## config.mk

```make
export PLATFORM = sky130hd
export DESIGN_NAME = fe_mem
export DESIGN_NICKNAME = d
export VERILOG_FILES = /design/src/rtl/fe_mem_pkg.sv /design/src/rtl/fe_tag_bank.sv /design/src/rtl/fe_word_bank.sv /design/src/rtl/fe_gate.sv /design/src/rtl/fe_mem.sv
export SDC_FILE = /design/constraint.sdc
export NUM_CORES = 1
export LEC_CHECK = 0
export CORE_UTILIZATION = 50
export CTS_BUF_LIST = sky130_fd_sc_hd__clkbuf_8 sky130_fd_sc_hd__clkbuf_16
export CTS_CLUSTER_DIAMETER = 200
export DETAILED_ROUTE_END_ITERATION = 10
export PLACE_DENSITY = 0.71
export SYNTH_ARGS = -nofsm -noshare
export SYNTH_HDL_FRONTEND = slang
export SYNTH_SLANG_ARGS = --single-unit
export TNS_END_PERCENT = 10
```

## constraint.sdc

```tcl
create_clock -name clk -period 2.8 [get_ports clk]
set_input_delay 0.56 -clock clk [delete_from_list [all_inputs] [get_ports clk]]
set_output_delay 0.56 -clock clk [all_outputs]
set_load 0.01 [all_outputs]
```

## src/rtl/fe_mem_pkg.sv

```systemverilog
package fe_mem_pkg;

   typedef enum logic [1:0] {
      RSP_IDLE  = 2'd0,
      RSP_DONE  = 2'd1,
      RSP_RETRY = 2'd2
   } rsp_kind_e;

   function automatic rsp_kind_e rsp_of(input logic req, input logic accepted);
      if (!req)          return RSP_IDLE;
      else if (accepted) return RSP_DONE;
      else               return RSP_RETRY;
   endfunction

endpackage

```

## src/rtl/fe_tag_bank.sv

```systemverilog
module fe_tag_bank #(
   parameter int DEPTH = 16,
   localparam int ADDR_W = $clog2(DEPTH)
) (
   input  logic              clk,
   input  logic              rst_n,
   input  logic              set_en,
   input  logic [ADDR_W-1:0] set_idx,
   input  logic              clr_en,
   input  logic [ADDR_W-1:0] clr_idx,
   input  logic [ADDR_W-1:0] look_a_idx,
   output logic              look_a,
   input  logic [ADDR_W-1:0] look_b_idx,
   output logic              look_b
);

   logic [DEPTH-1:0] tags_q;

   // set applied before clear: a same-word produce+consume leaves it vacant
   always_ff @(posedge clk or negedge rst_n) begin
      if (!rst_n) begin
         tags_q <= '0;
      end else begin
         if (set_en) tags_q[set_idx] <= 1'b1;
         if (clr_en) tags_q[clr_idx] <= 1'b0;
      end
   end

   assign look_a = tags_q[look_a_idx];
   assign look_b = tags_q[look_b_idx];

endmodule

```

## src/rtl/fe_word_bank.sv

```systemverilog
module fe_word_bank #(
   parameter int DATA_W      = 16,
   parameter int DEPTH       = 16,
   parameter bit RESET_WORDS = 1'b1,
   localparam int ADDR_W = $clog2(DEPTH)
) (
   input  logic              clk,
   input  logic              rst_n,
   input  logic              we,
   input  logic [ADDR_W-1:0] waddr,
   input  logic [DATA_W-1:0] wdata,
   input  logic [ADDR_W-1:0] raddr,
   output logic [DATA_W-1:0] rdata
);

   logic [DATA_W-1:0] words_q [DEPTH];

   generate
      if (RESET_WORDS) begin : g_rst_words
         always_ff @(posedge clk or negedge rst_n) begin
            if (!rst_n) begin
               for (int i = 0; i < DEPTH; i++) words_q[i] <= '0;
            end else if (we) begin
               words_q[waddr] <= wdata;
            end
         end
      end else begin : g_plain_words
         logic unused_rst;
         assign unused_rst = rst_n;
         always_ff @(posedge clk) begin
            if (we) words_q[waddr] <= wdata;
         end
      end
   endgenerate

   assign rdata = words_q[raddr];

endmodule

```

## src/rtl/fe_gate.sv

```systemverilog
module fe_gate #(
   parameter int DATA_W = 16,
   parameter int DEPTH  = 16,
   localparam int ADDR_W = $clog2(DEPTH)
) (
   input  logic              wr_valid,
   input  logic              wr_sync,
   input  logic [ADDR_W-1:0] wr_addr,
   input  logic [DATA_W-1:0] wr_data,
   input  logic              rd_valid,
   input  logic              rd_sync,
   input  logic [ADDR_W-1:0] rd_addr,
   input  logic              tag_at_wr,
   input  logic              tag_at_rd,
   input  logic [DATA_W-1:0] word_at_rd,
   output logic              wr_accept,
   output logic              rd_accept,
   output logic              rd_seen_full,
   output logic [DATA_W-1:0] rd_word,
   output logic              tag_set,
   output logic              tag_clr
);

   logic same_word;

   always_comb begin
      same_word = (wr_addr == rd_addr);
      wr_accept = wr_valid && (!wr_sync || !tag_at_wr);
      // the write is ordered ahead of a read of the same word
      if (wr_accept && same_word) begin
         rd_seen_full = wr_sync ? 1'b1 : tag_at_rd;
         rd_word      = wr_data;
      end else begin
         rd_seen_full = tag_at_rd;
         rd_word      = word_at_rd;
      end
      rd_accept = rd_valid && (!rd_sync || rd_seen_full);
      tag_set   = wr_accept && wr_sync;
      tag_clr   = rd_accept && rd_sync;
   end

endmodule

```

## src/rtl/fe_mem.sv

```systemverilog
module fe_mem #(
   parameter int DATA_W      = 16,
   parameter int DEPTH       = 16,
   parameter bit RESET_WORDS = 1'b1,
   localparam int ADDR_W = $clog2(DEPTH)
) (
   input  logic              clk,
   input  logic              rst_n,
   input  logic              wr_valid,
   input  logic              wr_sync,
   input  logic [ADDR_W-1:0] wr_addr,
   input  logic [DATA_W-1:0] wr_data,
   input  logic              rd_valid,
   input  logic              rd_sync,
   input  logic [ADDR_W-1:0] rd_addr,
   output logic              wr_rsp_valid,
   output logic              wr_rsp_retry,
   output logic              rd_rsp_valid,
   output logic              rd_rsp_retry,
   output logic [DATA_W-1:0] rd_rsp_data,
   output logic              rd_rsp_full
);
   import fe_mem_pkg::*;

   generate
      if (DEPTH < 2 || (1 << ADDR_W) != DEPTH) begin : g_bad_depth
         $error("fe_mem: DEPTH must be a power of two, at least 2");
      end
      if (DATA_W < 1) begin : g_bad_width
         $error("fe_mem: DATA_W must be positive");
      end
   endgenerate

   logic              tag_at_wr, tag_at_rd;
   logic [DATA_W-1:0] word_at_rd, rd_word;
   logic              wr_accept, rd_accept, rd_seen_full;
   logic              tag_set, tag_clr;

   fe_tag_bank #(.DEPTH(DEPTH)) u_tags (
      .clk       (clk),
      .rst_n     (rst_n),
      .set_en    (tag_set),
      .set_idx   (wr_addr),
      .clr_en    (tag_clr),
      .clr_idx   (rd_addr),
      .look_a_idx(wr_addr),
      .look_a    (tag_at_wr),
      .look_b_idx(rd_addr),
      .look_b    (tag_at_rd)
   );

   fe_word_bank #(.DATA_W(DATA_W), .DEPTH(DEPTH), .RESET_WORDS(RESET_WORDS)) u_words (
      .clk  (clk),
      .rst_n(rst_n),
      .we   (wr_accept),
      .waddr(wr_addr),
      .wdata(wr_data),
      .raddr(rd_addr),
      .rdata(word_at_rd)
   );

   fe_gate #(.DATA_W(DATA_W), .DEPTH(DEPTH)) u_gate (
      .wr_valid    (wr_valid),
      .wr_sync     (wr_sync),
      .wr_addr     (wr_addr),
      .wr_data     (wr_data),
      .rd_valid    (rd_valid),
      .rd_sync     (rd_sync),
      .rd_addr     (rd_addr),
      .tag_at_wr   (tag_at_wr),
      .tag_at_rd   (tag_at_rd),
      .word_at_rd  (word_at_rd),
      .wr_accept   (wr_accept),
      .rd_accept   (rd_accept),
      .rd_seen_full(rd_seen_full),
      .rd_word     (rd_word),
      .tag_set     (tag_set),
      .tag_clr     (tag_clr)
   );

   rsp_kind_e         wr_kind_q, rd_kind_q;
   logic [DATA_W-1:0] rd_data_q;
   logic              rd_full_q;

   always_ff @(posedge clk or negedge rst_n) begin
      if (!rst_n) begin
         wr_kind_q <= RSP_IDLE;
         rd_kind_q <= RSP_IDLE;
         rd_data_q <= '0;
         rd_full_q <= 1'b0;
      end else begin
         wr_kind_q <= rsp_of(wr_valid, wr_accept);
         rd_kind_q <= rsp_of(rd_valid, rd_accept);
         rd_data_q <= rd_accept ? rd_word : '0;
         rd_full_q <= rd_valid && rd_seen_full;
      end
   end

   assign wr_rsp_valid = (wr_kind_q != RSP_IDLE);
   assign wr_rsp_retry = (wr_kind_q == RSP_RETRY);
   assign rd_rsp_valid = (rd_kind_q != RSP_IDLE);
   assign rd_rsp_retry = (rd_kind_q == RSP_RETRY);
   assign rd_rsp_data  = rd_data_q;
   assign rd_rsp_full  = rd_full_q;

endmodule

```

# == Word level (Yosys, flattened, before mapping) ==
# Cells that the tools add are included.
# op_classes
add_sub_neg,0
multipliers,0
n_div,0
magnitude_cmp,7
eq_ne,3
shift,0
n_mux,24
bitwise,5
reduce_logical,16
# ops
op,count
bitwise mux 256 bit,1
two-way mux 16 bit,7
binary-select mux 16 bit (select 4 bit),1
demux 16 bit (select 4 bit),1
bitwise AND 16 bit,1
inverter 16 bit,1
bitwise OR 16 bit,1
">= comparator 5 bit, second input constant",2
"less-than comparator 4 x 5 -> 1 bit, second input constant",2
inverter 4 -> 5 bit,2
logical AND 1 bit,9
binary-select mux 1 bit (select 4 bit),2
demux 1 bit (select 4 bit),2
">= comparator 4 x 1 -> 1 bit, second input constant",2
two-way mux 2 bit,4
two-way mux 1 bit,6
"less-than comparator 5 x 1 -> 1 bit, second input constant",1
"equality test 2 bit, second input constant",2
equality test 4 bit,1
nonzero test 2 bit,2
logical NOT 1 bit,3
logical OR 1 bit,2
# word_totals
regBits,293
latchBits,0
mem_bits_rw,0
romBits,0
in_bits,30
output_inout_bits,21
mem_count,0

# == Logic depth before layout (Yosys ltp) ==
# Gate-level depths: netlist of run 1.
# depth
depth_word,11
mapped_depth,10
depth_no_buf,5

# == Modules after synthesis ==
# From an unflattened synthesis of run 1, not the netlist that was laid out.
# unflattened
cells_unflattened,870
hier_area_um2,13566.8
# by_module_without_submodules
mod,instances,cells_each,area_per_inst_um2,seq_area_each_um2
fe_word_bank,1,712,11587.4,6406.1
fe_tag_bank,1,80,945.9,400.4
fe_mem,1,47,711.9,525.5
fe_gate,1,31,321.6,0.0

# == Least setup slack after synthesis of run 1 ==
# Ideal clock, no wire load.
# synth_timing
kind,input -> register
from,input wr_addr[1]
to,register u_words.words_q[133] in the netlist's numbering
setup_time_ns,0.125
arrival_time_ns,2.675
t_required_ns,2.675
slack_ns,0.000
path_stages,8
n_path_buf,3
cell_sequence,buf_6 -> mux2_2 -> mux4_2 -> a211o_1 -> buf_4 -> nor2_4 -> buf_6 -> mux2_2
# synth_via
elab_chain_cells,6
# synth_rtl
element,line_no,rtl
start: declaration,fe_mem.sv:11,"input logic [ADDR_W-1:0] wr_addr,"
inverter 4 -> 5 bit (not written as such),fe_word_bank.sv:24,words_q[waddr] <= wdata;
>= comparator 5 bit (not written as such) / less-than comparator 5 x 1 -> 1 bit (equally long branches),fe_word_bank.sv:24,
logical AND 1 bit (not written as such),fe_word_bank.sv:24,
two-way mux 16 bit (not written as such),fe_word_bank.sv:24,
demux 16 bit (select 4 bit),fe_word_bank.sv:24,
bitwise mux 256 bit,fe_word_bank.sv:24,
end signal: indexed assignment,fe_word_bank.sv:24,
end: declaration,fe_word_bank.sv:16,logic [DATA_W-1:0] words_q [DEPTH];
# Several ways; a longest one is shown, not always the timed one. The select of a mux whose other input is x is not followed.
# A chain may end at the register's enable or synchronous reset.

# == Worst setup path after layout of run 1 ==
# layout_timing
from,input wr_addr[1]
to,register u_words.words_q[18] in the netlist's numbering
# The elaborated chain is that of the path after synthesis.

==> impl_results.md, run 1 <==
* Status: finished clean
* Post-route ant nets at 0
* Yosys warns at 0
* CP peak stage delay at 0.60 ns
* H-tree depth at 1
* Family with the most delay on the worst path: multiplexers
* Worst-Skew Late Latency at 0.55 ns
* Setup Fix Bufs, Post-CTS at 0
* Post-synth top cells: dfrtp_1, mux2_2, mux4_2, clkbuf_1, nor2_1
* Fraction of final layout cells sized beyond drive strength 1 at 50.3%
* Max Cap Violations at 0
* DRT iter0 DRCs at 512
* TritonCTS buffer count at 30
* Final setup TNS at 0 ns
* Die height at 167 µm
* Synth area leader: dfrtp_1
* Top Layer Used: met4
* Routed wire per std cell at 23.6 µm
* Non-Filler Instances at 1,327
* Ys async rst share at 100%
* Synth area leaders: dfrtp_1, mux2_2, mux4_2
* Vias in the first global route at 8,598
* Achievable frequency at 0.364 GHz
* Min-Delay Path Class: flop to flop
* Placed Cells incl. Taps at 1,271
* VDD IR max at 0.453 mV
* Data arrival, critical path at 3.18 ns
* WP buf/inv at 4
* CTS tree: done
* Clock transition at path regs at 0.06 ns
* Vias per inst at 6.05
* Post-DP HPWL at 20.3 mm
* Slew Viols, Final at 0
* Final Cycle Share at 98.1%
* Gate Count Post-Synth at 879
* Die width at 167 µm
* CTS Root Cell: clkbuf_16
* First-pass GRT wire length at 51.0 mm
* Syn_area_per_cell at 15.5 µm²
* Clock sink count at 293
* Total gr overflow at 0
* Diodes inserted at 0
* Rows at 60
* Setup violations, final at 0
* Final worst path period need at 2.75 ns
* DR vias at 8,022
* Area grow syn2layout at 18.3%
* Crit end category: flop
* Antenna violations before repair at 0
* Number of synthesized flops with an enable pin at 0
* Power Density at 759 mW/mm²
* Clk buf depth at 3
* Final Hold Viols at 0
* Layout Utilization at 60.0%
* Most numerous cell in the Yosys netlist: dfrtp_1
* Post-synthesis sequential area ratio at 53.9%
* Synth Register Bits at 293
* Port bufs at 50
* Post-Syn Area at 0.0136 mm²
* Met1 Wirelength at 14.0 mm
* Max-slew headroom at the worst pin at 52.1%
* Core ar. at 0.0268 mm²
* Total GRT Usage at 23.7%
* Initial Util at 50.7%
* Remaining DRCs at 0
* Pwr Total at 12,200 µW
* GPL Wtd Cong at 0.868
* Worst Tran Pin Value at 0.716 ns
* Die ar. at 0.0279 mm²
* Static Leak at 0.00680 µW
* Post-route cell area at 0.0161 mm²
* Required time of the critical path at 3.23 ns
* Final #Nets at 993
* Largest net degree at the start of global routing at 67
* Ports at 51
* Ys flop type: dfrtp_1
* Initial DRT Pass Iterations at 4
* Final WL at 31.3 mm
* RSZ-0062 raised after global routing: yes
* Clock Skew at 0.00768 ns
* Met3 wire length at 1.28 mm
* Startpoint types: input port
* Crit path kind: input port to flop
* Syn Nets at 909
* Met2 Wirelength at 15.5 mm
* Yosys top cell area share at 53.9%
* Max FO, Critical Path at 16
* Placed cell area at 0.0150 mm²
* Crit path cell chain: clkdlybuf4s50_1 -> mux2_2 -> mux4_2 -> buf_4 -> a211oi_4 -> buf_4 -> nand2_2 -> buf_12 -> mux2_1
* Slowest cell on crit path: clkdlybuf4s50_1
* Count of cell types in the netlist at 44
* Most frequent CP cell: buf_4
final cells by class:
class	instances	area, µm²
clock inverter	18	173
inverter	4	15.0
clock buffer	37	858
sequential	293	7330
tap	341	427
multi-input combinational	510	5940
fill	1961	10700
timing repair buffer	124	1350
placed cells by master (no fill, tap or decap), drive strengths merged, types with 2 or more instances in the layout:
cell / n
a211oi: 2
bufinv: 3
clkbuf: 37
o32a: 16
nor3: 2
clkdlybuf4s50: 46
mux4: 85
o21ai: 16
nand3: 21
nor2: 28
nand2: 15
dfrtp: 293
a21oi: 16
buf: 77
nand3b: 3
and2: 3
nor2b: 6
mux2: 261
a311o: 2
or2: 6
xnor2: 4
mux2i: 3
inv: 10
nand2b: 2
and3: 5
clkinv: 5
clkinvlp: 4
nand4: 2
per-layer routing:
layer  up-vias  GRT usage (%)
li1       3464              -
met1      4336           34.0
met2       181           39.2
met3        41           2.78
met4         0           4.91
met5         -              0
kinds of logic (layout without fill, tap and decap cells):
kind of cell	after synthesis	after routing	synth area share, %
compound gates	58	58	3.15
flops	293	293	53.9
xor+xnor	4	4	0.258
simple gates	99	99	4.07
buf+inv	76	183	2.71
mux	349	349	35.9
power breakdown:
part	switching [µW]	internal (µW)	total (µW)	leakage [µW]
clock	1640	2440	4080	0.000519
combinational	878	1520	2400	0.00266
sequential	500	5230	5730	0.00362
total	3020	9190	12200	0.00680
through the flow:
stage                     hold slack [ns]  worst slack, ns
final                               0.486           0.0529
after global routing                0.512          -0.0123
after CTS                           0.490           0.0509
after detailed placement            0.477           -0.511
after global placement              0.469           -0.483
after floorplan                     0.264         0.000215
timing repair:
| item | in CTS | in global routing |
|---|---|---|
| setup endpoints to repair | 0 | 79 |
| hold buffers | 1 | 0 |
| hold endpoints to repair | 56 | 0 |
| gates resized for setup | 0 | 5 |
state kept, by name, summed over array words and instances (netlist names):
name,flops
rd_kind_q,2
u_words.words_q,256
u_tags.tags_q,16
wr_kind_q,2
rd_rsp_data,16
rd_rsp_full,1
final timing paths:
path | to | slack [ns] | cells after the start | startpoint
worst max register to register | u_words.words_q[18]$_DFFE_PN0P_ | 0.37 | 8 | u_tags.tags_q[5]$_DFF_PN0_
min in group asynchronous | u_words.words_q[236]$_DFFE_PN0P_ | 0.54 | 2 | rst_n
worst min register to register | u_words.words_q[18]$_DFFE_PN0P_ | 0.49 | 1 | u_words.words_q[18]$_DFFE_PN0P_
max in group asynchronous | u_words.words_q[210]$_DFFE_PN0P_ | 1.52 | 3 | rst_n
worst max-delay path | u_words.words_q[18]$_DFFE_PN0P_ | 0.05 | 9 | wr_addr[1]
worst min-delay path | u_words.words_q[18]$_DFFE_PN0P_ | 0.49 | 1 | u_words.words_q[18]$_DFFE_PN0P_
No activity file was read; power rests on OpenSTA's default activity.
==> inputs of run 2 (changes only) <==
--- a/config.mk
+++ b/config.mk
@@ -5,11 +5,13 @@
 export SDC_FILE = /design/constraint.sdc
 export NUM_CORES = 1
 export LEC_CHECK = 0
+export ABC_AREA = 1
 export CORE_UTILIZATION = 50
 export CTS_BUF_LIST = sky130_fd_sc_hd__clkbuf_8 sky130_fd_sc_hd__clkbuf_16
 export CTS_CLUSTER_DIAMETER = 200
 export DETAILED_ROUTE_END_ITERATION = 10
 export PLACE_DENSITY = 0.71
+export SETUP_SLACK_MARGIN = 0.4
 export SYNTH_ARGS = -nofsm -noshare
 export SYNTH_HDL_FRONTEND = slang
 export SYNTH_SLANG_ARGS = --single-unit
==> impl_results.md, run 2 <==
* Setup violations, final at 0 (unchanged)
* Final WL at 36.0 mm (+15%)
* Post-synthesis sequential area ratio at 55.7% (+1.8 points)
* Die width at 164 µm (-1.6%)
* TritonCTS buffer count at 29 (-3.3%)
* Worst Tran Pin Value at 0.599 ns (-0.117 ns)
* Clock sink count at 293 (unchanged)
* Post-route ant nets at 0 (unchanged)
* Antenna violations before repair at 1 (+1)
* Pre-CTS WS at -0.0859 ns (+0.425 ns)
* Synth Area in Simple Gates at 17.0% (+13 points)
* Largest net degree at the start of global routing at 73 (+9.0%)
* VDD IR max at 0.600 mV (+32%)
* Compound-Gate Fraction of Synth Area at 19.1% (+16 points)
* Vias in the first global route at 10,600 (+23%)
* Final Hold Viols at 0 (unchanged)
* Initial Util at 50.8% (+0.067 points)
* Max FO, Critical Path at 35 (+19)
* Syn Nets at 1,498 (+65%)
* Crit path kind: input port to flop
* Diodes inserted at 0 (unchanged)
* Min-Delay Path Class: flop to flop
* Final worst path period need at 2.31 ns (-0.433 ns)
* Largest Register: u_words.words_q
* Static Leak at 0.00729 µW (+7.2%)
* H-tree depth at 1 (unchanged)
* Max-slew headroom at the worst pin at 60.0% (+7.9 points)
* Fillers at 2,196 (+12%)
* RSZ-0062 raised after global routing: yes
* Achievable frequency at 0.432 GHz (+19%)
* Yosys warns at 0 (unchanged)
* Yosys top cell area share at 55.7% (+1.8 points)
* DR vias at 11,000 (+38%)
* Crit path cell chain: clkdlybuf4s50_1 -> inv_1 -> nand2_2 -> buf_12 -> buf_12 -> o22ai_1 -> o21ai_0 -> nand4_1 -> nand2_1 -> nand2_1 -> nor2_1
* Port bufs at 50 (unchanged)
* Ys flop type: dfrtp_1
* Post-synth top cells: nand2_1, dfrtp_1, o21ai_0, o21ai_1, o22ai_1
* Ys async rst share at 100% (unchanged)
* Final #Nets at 1,537 (+55%)
* Commonest non-fill, non-tap cell in the layout: nand2_1
* Number of flip-flops in the largest register at 256 (unchanged)
* Placed Cells incl. Taps at 1,808 (+42%)
* Routed wire per std cell at 19.3 µm (-18%)
* Rows at 59 (-1.7%)
* GPL Wtd Cong at 0.947 (+9.2%)
* Crit end category: flop
* Mux cell area share after synthesis at 0% (-36 points)
* Synth Register Bits at 293 (unchanged)
* Commonest non-fill, non-tap cells in the layout: nand2_1, dfrtp_1, o21ai_0, o21ai_1, o22ai_1
* DRT iter0 DRCs at 1,300 (+150%)
* Post-DP HPWL at 22.8 mm (+12%)
* Startpoint types: input port
* Adder-Cell Fraction of Synth Area at 0% (unchanged)
* Slew Viols, Final at 0 (unchanged)
* Die ar. at 0.0270 mm² (-3.1%)
* Area grow syn2layout at 16.2%
* Final setup TNS at 0 ns (unchanged)
* Max Cap Violations at 0 (unchanged)
* Remaining DRCs at 0 (unchanged)
* Vias per inst at 5.92 (-2.1%)
* Status: finished clean
* Data arrival, critical path at 2.80 ns (-0.38 ns)
* Most numerous cell in the Yosys netlist: nand2_1
* Synth area leaders: dfrtp_1, nand2_1, o22ai_1
* Ports at 51 (unchanged)
* CTS Root Cell: clkbuf_16
* Core ar. at 0.0259 mm² (-3.3%)
* Required time of the critical path at 3.29 ns (+0.06 ns)
* Gate Count Post-Synth at 1,468 (+67%)
* Clk buf depth at 3 (unchanged)
* Count of cell types in the netlist at 26 (-41%)
* Clock transition at path regs at 0.06 ns (about the same)
* CP peak stage delay at 0.58 ns (-0.02 ns)
* Syn_area_per_cell at 8.97 µm² (-42%)
* Main combinational cell family by area after synthesis: compound AO/OA/AOI/OAI gates
* Setup ws final at 0.486 ns (+0.433 ns)
* Die height at 164 µm (-1.6%)
* Total GRT Usage at 27.3% (+3.6 points)
* Pwr Total at 11,600 µW (-5.1%)
* Slowest cell on crit path: clkdlybuf4s50_1
* Total gr overflow at 0 (unchanged)
* Synth area leader: dfrtp_1
* Clock Skew at 0.0112 ns (+0.00354 ns)
* Fraction of final layout cells sized beyond drive strength 1 at 10.2% (-40 points)
* Final Cycle Share at 82.7% (-15 points)
* Worst-Skew Late Latency at 0.56 ns (about the same)
* First-pass GRT wire length at 57.1 mm (+12%)
* Number of synthesized flops with an enable pin at 0 (unchanged)
* Post-Syn Area at 0.0132 mm² (-3.2%)
* Xor and xnor area share after synthesis at 0.266% (+0.0085 points)
* Power Density at 758 mW/mm² (-0.11%)
* CTS tree: done
* Initial DRT Pass Iterations at 6 (+2)
* Non-Filler Instances at 1,864 (+40%)
[run 2: cell count changes after synthesis, sizes merged, moves of 5 or more]
cell,change
nand2,+380
o21ai,+309
mux2,-261
o22ai,+134
mux4,-85
inv,+65
buf,+44
nor2,+34
nand4,+31
a21oi,-16
o32a,-16
nand3,+11
nor2b,-6
and3,-5
[run 2: where the power goes]
part           total, µW  leakage (µW)  switching [µW]  internal (µW)
Clock               3950      0.000515            1670           2280
Sequential          5690       0.00371             525           5170
Combinational       1950       0.00306            1090            852
Total              11600       0.00729            3290           8300
[run 2: area by class of cell]
| type | count | area [µm²] | share of cell area (%) |
|---|---|---|---|
| Sequential cell | 293 | 7330 | 47.9 |
| Multi-Input combinational cell | 991 | 4820 | 31.5 |
| Timing Repair Buffer | 123 | 1490 | 9.77 |
| Clock buffer | 33 | 781 | 5.11 |
| Tap cell | 335 | 419 | 2.74 |
| Inverter | 69 | 259 | 1.69 |
| Clock inverter | 20 | 191 | 1.25 |
[run 2: cell families (layout without fill, tap and decap cells)]
logic type	Yosys count	after routing
xor+xnor	4	4
flops	293	293
buf+inv	184	245
simple gates	526	526
compound gates	461	461
[run 2: final timing paths]
kind	start	to	slack (ns)	cells past startpoint
max in group asynchronous	rst_n	u_words.words_q[237]$_DFFE_PN0P_	1.42	3
min in group asynchronous	rst_n	u_tags.tags_q[0]$_DFF_PN0_	0.52	2
worst min register to register	u_words.words_q[218]$_DFFE_PN0P_	u_words.words_q[218]$_DFFE_PN0P_	0.49	2
worst max-delay path	rd_addr[0]	rd_rsp_data[2]$_DFF_PN0_	0.49	11
worst min-delay path	u_words.words_q[218]$_DFFE_PN0P_	u_words.words_q[218]$_DFFE_PN0P_	0.49	2
worst max register to register	u_tags.tags_q[3]$_DFF_PN0_	u_words.words_q[170]$_DFFE_PN0P_	0.81	13
[run 2: what timing repair did]
item                                    CTS  global route
gates resized for setup                   0             4
setup buffers                             0             2
endpoints found under the setup margin    0           271
hold endpoints to repair                 62             0
hold buffers                              1             0
[run 2: through the flow]
stage	hold WS [ns]	util, %	cell area [µm²]
final	0.487	59.0	15300
after detailed placement	0.470	55.1	14300
after global placement	0.465	55.1	14300
after floorplan	0.264	-	13200
after CTS	0.486	58.9	15300
after global routing	0.500	59.0	15300
[run 2: critical path: cells and delay by family]
kind	cells	cell delay (ns)
AND/OR/NAND/NOR	5	0.72
buffers and inverters	4	1.13
AO/OA/AOI/OAI	2	0.35
[run 2: layer usage]
layer / up-vias / GRT usage, % / routed length (µm)
li1: 5085 / - / -
met1: 5357 / 38.7 / 15400
met2: 504 / 42.3 / 16500
met3: 85 / 3.59 / 2740
met4: 0 / 11.4 / 1370
met5: - / 0 / 0
==> inputs of run 3 (changes only) <==
==> constraint.sdc (replaced) <==
create_clock -name clk -period 2.15 [get_ports clk]
set_input_delay 0.43 -clock clk [delete_from_list [all_inputs] [get_ports clk]]
set_output_delay 0.43 -clock clk [all_outputs]
set_load 0.01 [all_outputs]
==> impl_results.md, run 3 (synthesis results as in run 2) <==
* First-pass GRT wire length at 67.6 mm (+18%)
* Sequential cell area at 0.00733 mm² (unchanged)
* Worst reg-to-reg path cell count at 13 (unchanged)
* Die height at 164 µm (unchanged)
* Multi-input gate area at 0.00528 mm² (+9.7%)
* Commonest non-fill, non-tap cells in the layout: nand2_1, dfrtp_1, o21ai_1, o21ai_0, o22ai_1
* Internal reg-to-reg setup slack at 0.09 ns (-0.72 ns)
* Vias per inst at 6.22 (+5.1%)
* Final setup TNS at 0 ns (unchanged)
* Die ar. at 0.0270 mm² (unchanged)
* Worst Tran Pin Value at 0.684 ns (+0.0848 ns)
* Flop pwr share at 46.6% (-2.5 points)
* Initial Util at 50.8% (unchanged)
* Static Leak at 0.00823 µW (+13%)
* Internal power at 11,500 µW (+38%)
* Total gr overflow at 0 (unchanged)
* Vias in the first global route at 11,800 (+11%)
* RSZ-0062 raised after global routing: yes
* Max-slew headroom at the worst pin at 54.4% (-5.7 points)
* Status: finished clean
* Largest net degree at the start of global routing at 83 (+14%)
* Achievable frequency at 0.485 GHz
* Routed wire per std cell at 22.9 µm (+19%)
* CTS tree: done
* Final worst path period need at 2.06 ns
* Diodes inserted at 0 (unchanged)
* Number of flip-flops in the largest register at 256 (unchanged)
* Hold Slack at 0.347 ns (-0.139 ns)
* Largest Register: u_words.words_q
* Psw at 4710 µW (+43%)
* Final WL at 45.4 mm (+26%)
* Final #Nets at 1,652 (+7.5%)
* Sw Share at 29.1% (+0.72 points)
* Rows at 59 (unchanged)
* Clock sink count at 293 (unchanged)
* Initial DRT Pass Iterations at 6 (unchanged)
* Fraction of final layout cells sized beyond drive strength 1 at 21.4% (+11 points)
* Max FO, Critical Path at 16 (-54%)
* Required time of the critical path at 2.63 ns (-0.66 ns)
* Antenna violations before repair at 0 (-1)
* Fillers at 1,923 (-12%)
* Final Cycle Share at 95.8%
* Ports at 51 (unchanged)
* Startpoint types: flop
* Port bufs at 50 (unchanged)
* GPL Wtd Cong at 0.926 (-2.2%)
* DR vias at 12,300 (+12%)
* Clock Skew at 0.0158 ns (+0.00455 ns)
* Slew Viols, Final at 0 (unchanged)
* Post-route cell area at 0.0174 mm² (+13%)
* Power share of the clock group at 34.1% (about the same)
* Post-DP HPWL at 24.4 mm (+6.8%)
* Die width at 164 µm (unchanged)
* Final Hold Viols at 0 (unchanged)
* Crit end category: flop
* Logic pwr share at 19.3% (+2.5 points)
* Total GRT Usage at 33.1% (+5.8 points)
* Power Density at 932 mW/mm² (+23%)
* Min-Delay Path Class: input port to asynchronous set/reset pin
* Pwr Total at 16,200 µW (+40%)
* Crit path kind: flop to flop
* Remaining DRCs at 0 (unchanged)
* VDD IR max at 0.972 mV (+62%)
* Setup violations, final at 0 (unchanged)
* H-tree depth at 1 (unchanged)
* Area grow syn2layout at 31.8%
* CTS Root Cell: clkbuf_16
* Data arrival, critical path at 2.54 ns (-0.26 ns)
* Placed cell area at 0.0149 mm² (+4.2%)
* Commonest non-fill, non-tap cell in the layout: nand2_1
* Max Cap Violations at 0 (unchanged)
* Clk buf depth at 3 (unchanged)
* TritonCTS buffer count at 30 (+3.4%)
* Post-route ant nets at 0 (unchanged)
* Worst-Skew Late Latency at 0.57 ns (about the same)
* Core ar. at 0.0259 mm² (unchanged)
* DRT iter0 DRCs at 1,700 (+31%)
* Clock transition at path regs at 0.07 ns (about the same)
==> run 3: cell count changes in the layout (fill, tap and decap cells not counted), moves of 10 or more <==
cell / delta
o21ai_2: +19
nand2_1: -44
buf_16: +12
buf_4: +68
buf_12: +14
nand3_1: -10
nand2_4: +20
nand2_2: +17
o21ai_0: -21
==> run 3: per-layer routing <==
layer | part of all wire, % | track usage, %
met1 | 38 | 44.0
met2 | 46 | 51.5
met3 | 10 | 6.64
met4 | 5.3 | 16.5
met5 | 0 | 0
==> run 3: critical path: stages, from the launching register on <==
cell and delay (ns):
dfrtp_1 0.43, nand2_1 0.08, nand2_1 0.05, nand2_1 0.05
nand2_1 0.05, nand2_1 0.06, nand2_2 0.06, o21ai_2 0.16
and2_4 0.21, buf_12 0.12, buf_12 0.15, buf_4 0.15
nand2_4 0.17, o21ai_0 0.23
==> run 3: per-stage QoR <==
step	std cells	utilization (%)	setup WS, ns
5_1_grt	1979	67.0	-0.00500
6_report	1979	67.0	0.0895
3_3_place_gp	1878	57.4	-0.521
2_1_floorplan	1468	-	0.300
4_1_cts	1970	65.6	0.140
3_5_place_dp	1878	57.4	-0.542
==> run 3: final cells by class <==
type                    count  share of cell area [%]
clock buffers              38                    4.96
clock inverters            16                    1.12
inverters                  69                    1.49
multi-input cells         992                    30.4
flip-flops and latches    293                    42.3
well taps                 335                    2.42
repair buffers            236                    17.3
==> run 3: final timing paths <==
check | startpoint | to
min | rst_n | u_tags.tags_q[8]$_DFF_PN0_
max in group asynchronous | rst_n | u_words.words_q[104]$_DFFE_PN0P_
max reg2reg | u_tags.tags_q[10]$_DFF_PN0_ | u_words.words_q[22]$_DFFE_PN0P_
min reg2reg | u_words.words_q[242]$_DFFE_PN0P_ | u_words.words_q[242]$_DFFE_PN0P_
min in group clk | wr_valid | wr_kind_q[1]$_DFF_PN0_
max | u_tags.tags_q[10]$_DFF_PN0_ | u_words.words_q[22]$_DFFE_PN0P_
==> run 3: power groups by stage <==
stage | sequential, µW | combinational, µW | clock [µW]
after floorplan | 7310 | 1740 | 0
after global placement | 7440 | 2530 | 0
after detailed placement | 7470 | 2630 | 0
after CTS | 7420 | 2920 | 5550
after global routing | 7630 | 3450 | 5740
final | 7540 | 3120 | 5520
==> run 3: repair_timing <==
| action | in CTS | in global routing |
|---|---|---|
| pin swaps | 15 | 20 |
| setup endpoints to repair | 311 | 312 |
| endpoints found under the hold margin | 30 | 0 |
| cloned | 18 | 5 |
| gates resized for setup | 102 | 72 |
| hold buffers | 1 | 0 |
| setup buffers | 19 | 4 |
